`config.mk`:
```
export PLATFORM = sky130hd
export DESIGN_NAME = atomic_dispatch
export DESIGN_NICKNAME = d
export VERILOG_FILES = /design/src/rtl/atomic_dispatch.sv
export SDC_FILE = /design/constraint.sdc
export NUM_CORES = 1
export LEC_CHECK = 0
export ABC_CLOCK_PERIOD_IN_PS = 7590
export BUFFER_PORTS_ARGS = -buffer_cell sky130_fd_sc_hd__buf_4
export CORE_ASPECT_RATIO = 0.6
export CORE_UTILIZATION = 54
export DETAILED_ROUTE_END_ITERATION = 10
export PLACE_DENSITY = 0.88
export SETUP_SLACK_MARGIN = 0.3
export SLEW_MARGIN = 0
export SYNTH_ARGS = -nofsm -noshare
export SYNTH_HDL_FRONTEND = slang
export SYNTH_SLANG_ARGS = --single-unit
```
`constraint.sdc`:
```
create_clock -name clk -period 7.59 [get_ports clk]
set_input_delay 0.3795 -clock clk [delete_from_list [all_inputs] [get_ports clk]]
set_output_delay 0.3795 -clock clk [all_outputs]
set_load 0.05 [all_outputs]
```
`src/rtl/atomic_dispatch.sv`:
```
module atomic_dispatch #(
  parameter int AW = 32,
  parameter int DW = 32
) (
  input  logic          clk,
  input  logic          rst_n,
  input  logic          cfg_upgrade_shared,
  input  logic          req_valid,
  input  logic          req_store,
  input  logic          req_uncached,
  input  logic [1:0]    req_op,
  input  logic [AW-1:0] req_addr,
  input  logic [DW-1:0] req_operand,
  output logic          busy,
  output logic          done,
  output logic [DW-1:0] done_data,
  output logic [AW-1:0] tag_addr,
  input  logic [1:0]    tag_state,
  input  logic [DW-1:0] cache_rdata,
  output logic          cache_we,
  output logic [DW-1:0] cache_wdata,
  output logic          line_hold,
  output logic          line_drop,
  output logic          upg_req,
  input  logic          upg_ack,
  output logic          mem_req_valid,
  input  logic          mem_req_ready,
  output logic [AW-1:0] mem_req_addr,
  output logic [1:0]    mem_req_op,
  output logic          mem_req_store,
  output logic [DW-1:0] mem_req_operand,
  input  logic          mem_rsp_valid,
  input  logic [DW-1:0] mem_rsp_data
);
  localparam logic [1:0] LN_SHR = 2'b01;
  localparam logic [1:0] LN_EXC = 2'b10;

  typedef enum logic [2:0] {S_IDLE, S_LOOK, S_UPG, S_RMW, S_SEND, S_WAIT} state_t;

  state_t        st;
  logic          store_q, unc_q, done_q;
  logic [1:0]    op_q;
  logic [AW-1:0] addr_q;
  logic [DW-1:0] opnd_q, data_q;

  function automatic logic [DW-1:0] apply_op(input logic [1:0] op,
                                             input logic [DW-1:0] old,
                                             input logic [DW-1:0] arg);
    case (op)
      2'd0:    return old + arg;
      2'd1:    return old & arg;
      2'd2:    return old | arg;
      default: return arg;
    endcase
  endfunction

  wire hit_exc = (tag_state == LN_EXC);
  wire hit_shr = (tag_state == LN_SHR);
  wire in_look = (st == S_LOOK);

  assign busy            = (st != S_IDLE);
  assign done            = done_q;
  assign done_data       = data_q;
  assign tag_addr        = addr_q;
  assign cache_we        = (st == S_RMW);
  assign cache_wdata     = apply_op(op_q, cache_rdata, opnd_q);
  assign line_hold       = (st == S_RMW) || (in_look && !unc_q && hit_exc);
  assign line_drop       = in_look && !unc_q && hit_shr && !cfg_upgrade_shared;
  assign upg_req         = (st == S_UPG);
  assign mem_req_valid   = (st == S_SEND);
  assign mem_req_addr    = addr_q;
  assign mem_req_op      = op_q;
  assign mem_req_store   = store_q;
  assign mem_req_operand = opnd_q;

  always_ff @(posedge clk or negedge rst_n) begin
    if (!rst_n) begin
      st      <= S_IDLE;
      store_q <= 1'b0;
      unc_q   <= 1'b0;
      done_q  <= 1'b0;
      op_q    <= '0;
      addr_q  <= '0;
      opnd_q  <= '0;
      data_q  <= '0;
    end else begin
      done_q <= 1'b0;
      case (st)
        S_IDLE: if (req_valid) begin
          store_q <= req_store;
          unc_q   <= req_uncached;
          op_q    <= req_op;
          addr_q  <= req_addr;
          opnd_q  <= req_operand;
          st      <= S_LOOK;
        end
        S_LOOK: begin
          if (unc_q)                          st <= S_SEND;
          else if (hit_exc)                   st <= S_RMW;
          else if (hit_shr && cfg_upgrade_shared) st <= S_UPG;
          else                                st <= S_SEND;
        end
        S_UPG: if (upg_ack) st <= S_LOOK;
        S_RMW: begin
          done_q <= 1'b1;
          data_q <= store_q ? '0 : cache_rdata;
          st     <= S_IDLE;
        end
        S_SEND: if (mem_req_ready) st <= S_WAIT;
        S_WAIT: if (mem_rsp_valid) begin
          done_q <= 1'b1;
          data_q <= store_q ? '0 : mem_rsp_data;
          st     <= S_IDLE;
        end
        default: st <= S_IDLE;
      endcase
    end
  end
endmodule


```
[Word-level counts from Yosys, hierarchy flattened]
Cells that the tools add are included.
Word-level totals
  memories kept: 0
  memory bits (writable): 0
  logic and storage cells: 54
  input port bits: 141
  ROM bits: 0
  bits in registers: 104
  latch bits: 0
Cells by class
  bitwise logic cells: 2
  $add $sub $neg: 1
  mux-type cells: 15
  reductions and logical operators: 15
  eq/ne operators: 13
  divide/modulo/power cells: 0
  multiply operators: 0
  $lt $le $gt $ge: 0
  shift operators: 0
Operators with widths (number)
  32-bit 2-to-1 mux: 3
  32-bit case mux with 3 select lines: 1
  32-bit case mux with 2 select lines: 1
  32-bit adder: 1
  32-bit bitwise AND: 1
  32-bit OR: 1
  3-bit 2-to-1 mux: 7
  3-bit case mux with 5 select lines: 1
  3-bit by 2-bit equality test with 1-bit output, second input constant: 2
  3-bit equality test, second input constant: 2
  1-bit logical AND: 5
  2-bit by 1-bit equality test with 1-bit output, second input constant: 2
  2-bit equality test, second input constant: 2
  2-bit by 1-bit inequality test with 1-bit output, second input constant: 2
  2-bit inequality test, second input constant: 2
  2-bit AND reduction: 2
  4-bit AND reduction: 1
  3-bit by 1-bit equality test with 1-bit output, second input constant: 1
  3-bit zero test: 1
  3-bit nonzero test: 1
  1-bit zero test: 2
  2-bit zero test: 1
  1-bit case mux with 2 select lines: 1
  2-bit nonzero test: 1
  2 further kinds: 2

[Longest topological paths before layout]
  depth after elaboration: 6
  mapped depth: 12
  gate-level depth less buffers: 12

[Worst setup path after synthesis]
No wires, ideal clock.
  path kind: flip-flop to output port
  start point: register opnd_q[0], in the netlist mem_req_operand[0]
  end point: output port cache_wdata[28]
  required time: 7210 ps
  buffers on the path: 0
  stages on the path, launching flop included: 13
  slack: 3737 ps
  arrival time: 3474 ps
  cell sequence: dfrtp_1 ha_1 inv_1 fa_1 nor2b_1 o2111ai_1 a21oi_1 o31a_1 a21oi_1 o221a_2 o41ai_1 xor2_1 mux4_2
Between the ends
  cells in the longest elaborated chain, start to end: 2
RTL lines
  start: declaration: line 44  | logic [DW-1:0] opnd_q, data_q;
  start signal: assignment: line 94  | opnd_q <= req_operand;
  32-bit adder: line 50  | 2'd0: return old + arg;
  32-bit case mux with 3 select lines: line 49  | case (op)
  end: declaration: line 21  | output logic [DW-1:0] cache_wdata,
Every way passes these cells.

[Worst setup path after layout]
Ends and elaborated chain as after synthesis.

==> results.yml <==
min_path:
  whs_path_depth: 3
  hold_start: "req_operand[22]"
  min_to: "mem_req_operand[22]"
  hold_path_class: "input pin to register"
clock_network:
  cts_buffers: 9
  clk-insertion-delay-late_ps: 350
  root_buffer: "clkbuf_16"
  cts_setup_buffers: 0
  cts_resized: 0
  cts.clk_slew.worst_paths_ps: 90
  tritoncts: "yes"
  clock-sinks: 104
  ctsLongestPathBuffers: 2
  htree_num_levels: 3
logic_synthesis:
  synthMuxAreaShare: 0.183
  ys.flop_type: "dfrtp_1"
  synth_xor_area_frac: 0.0343
  yosysWarnings: 0
  synthCells: 805
  syn-num-nets: 1011
  synth_top_family_by_area: "multiplexers"
  yosys_register_bits: 104
  synth_area_um2: 7670
  synth_edf_count: 0
  yosys.area.top_type_share: 0.339
  ys_top_cells_by_area: "dfrtp_1 34%, ha_1 10%, mux4_2 8.8%"
  yosysTopAreaCell: "dfrtp_1"
  ys_seq_area_frac: 0.339
  yosys.area_share.simple: 0.0832
  syn_avg_cell_area_um2: 9.53
  synth_compound_gate_area_share: 0.147
  ys_async_sr_fraction: 1.00
  synthDistinctLibCells: 51
  yosys.area_share.adder: 0.107
outcome:
  status: "completed"
drt:
  drt-wirelength-per-cell_um: 18.1
  drtAntennaViolNets: 0
  first_iter_violations: 467
  drc: 0
  vias: 6961
  wl_um: 22600
  first_pass_iters: 7
  via_per_inst: 5.56
timing:
  timing.fmax_ghz: 0.228
  relSlewSlack: 0.236
  post-route-period-util: 0.577
  tightest_slew_ps: 1140
  holdWs_ps: 223
  min_period_ps: 4380
  skew_ps: 8.15
  drv_slew: 0
  fin_setup_tns_ps: 0
  setup-violations-final: 0
  finalHoldViolations: 0
  rsz0062_at_grt: "no"
critical_path:
  end_kind: "output port"
  start_kind: "register"
  rr_startpoint: "st[2]"
  critPathLaunch: "mem_req_operand[0]"
  worstReg2RegEnd: "mem_req_addr[26]"
  rrSetupSlack_ps: 5040
  reg2regPathDepth: 4
  cp_data_required_time_ps: 7210
  cp_data_arrival_time_ps: 4000
  critPathKind: "register to output port"
  crit_fanout: 4
placement:
  dp_hpwl_um: 17200
  gp_congestion: 0.928
  io_buffers: 310
layout:
  final_cell_mix: "315 x buf_4, 107 x inv_1, 102 x dfrtp_1"
  drive_gt1_frac: 0.385
  final_core_util: 0.743
  final_nets: 1260
  syn_to_final_growth_pct: 33.3
  layout_commonest_cell: "buf_4"
  antenna_cells: 0
floorplanning:
  rows: 33
  core_area_um2: 13700
  die_h_um: 94.3
  design.die.area_um2: 14700
  dieWidth_um: 156
  initial_core_util: 0.558
  io_pins: 311
global_routing:
  grt_max_degree: 101
  antenna_found_initial: 0
  use_met2: 0.516
  grtUsageMet1: 0.391
  use_met3: 0.0863
  overflow: 0
  grt_pass1_wl_um: 34800
  top_usage_layer: "met2"
  grt_use_total: 0.307
  grt_pass1_vias: 6860
job:
  cap_violations: 0
[through the flow]
stage          setup slack, ps  area (um2)  cells
2_1_floorplan             3740        7670    805
3_3_place_gp              3690        9890   1234
3_5_place_dp              3540        9890   1234
4_1_cts                   3220       10200   1251
5_1_grt                   3000       10200   1251
6_report                  3210       10200   1251
[timing repair]
| action | in CTS | in global routing |
|---|---|---|
| hold buffers | 1 | 0 |
| hold endpoints to repair | 31 | 0 |
| endpoints found under the setup margin | 0 | 0 |
[cell type report]
cell class              instances  area (um2)
inverters                     107         402
repair buffers                316        2370
well taps                     192         240
multi-input cells             516        4280
clock buffers                   9         225
flip-flops and latches        104        2610
fillers                       987        3530
clock inverters                 7        98.8
[cell usage after synthesis (3+ instances only)]
master	count
a211oi_1	7
nor2b_1	4
ha_1	64
a21o_1	12
nand3_1	7
buf_1	10
mux4_2	30
nand4_1	5
buf_4	32
mux2_2	36
nor3_1	3
nor2_1	25
xnor2_1	20
o31ai_1	34
a21oi_1	39
nand2_1	87
and3_1	4
a31oi_1	7
nand2b_1	4
a211o_1	3
clkbuf_1	35
inv_1	107
xor2_1	10
o21bai_1	4
and2_1	3
mux2i_1	32
o21ai_0	47
dfrtp_1	104
[flip-flops by register name, summed over array words and instances, names as in the netlist]
signal and count:
mem_req_addr 32, done_data 32, mem_req_op 2, mem_req_store 1, unc_q 1, mem_req_operand 32, st 3, done 1
[how the worst max path moves through the flow]
stage                 endpoint  slack, ps
3_3_place_gp   cache_wdata[28]       3690
2_1_floorplan  cache_wdata[28]       3740
5_1_grt        cache_wdata[22]       3000
4_1_cts        cache_wdata[28]       3220
3_5_place_dp   cache_wdata[28]       3540
6_report       cache_wdata[28]       3210
[per-layer routing]
metal	vias to the layer above	share of wire	wire length [um]
li1	3247	-	-
met1	3365	0.41	9350
met2	315	0.47	10600
met3	34	0.098	2210
met4	0	0.018	408
met5	-	0	0
[cell families after synthesis]
logic type | after synthesis
multiplexers | 98
AO/OA/AOI/OAI | 175
AND/OR/NAND/NOR | 148
flip-flops | 104
adder cells (fa/ha/maj) | 65
XOR/XNOR | 30
buffers and inverters | 185
[critical path, cell delays in order, from the launching register on]
cell       delay, ps
dfrtp_1          400
ha_1             230
inv_1             80
fa_1             420
nor2b_1          170
o2111ai_1        160
a21oi_1          280
o31a_1           170
a21oi_1           90
o221a_2          350
o41ai_1          450
xor2_1           140
mux4_2           500
buf_4            210
Power is not shown: default switching activity piles up to over one toggle a cycle in this logic, so the estimate is an artifact.
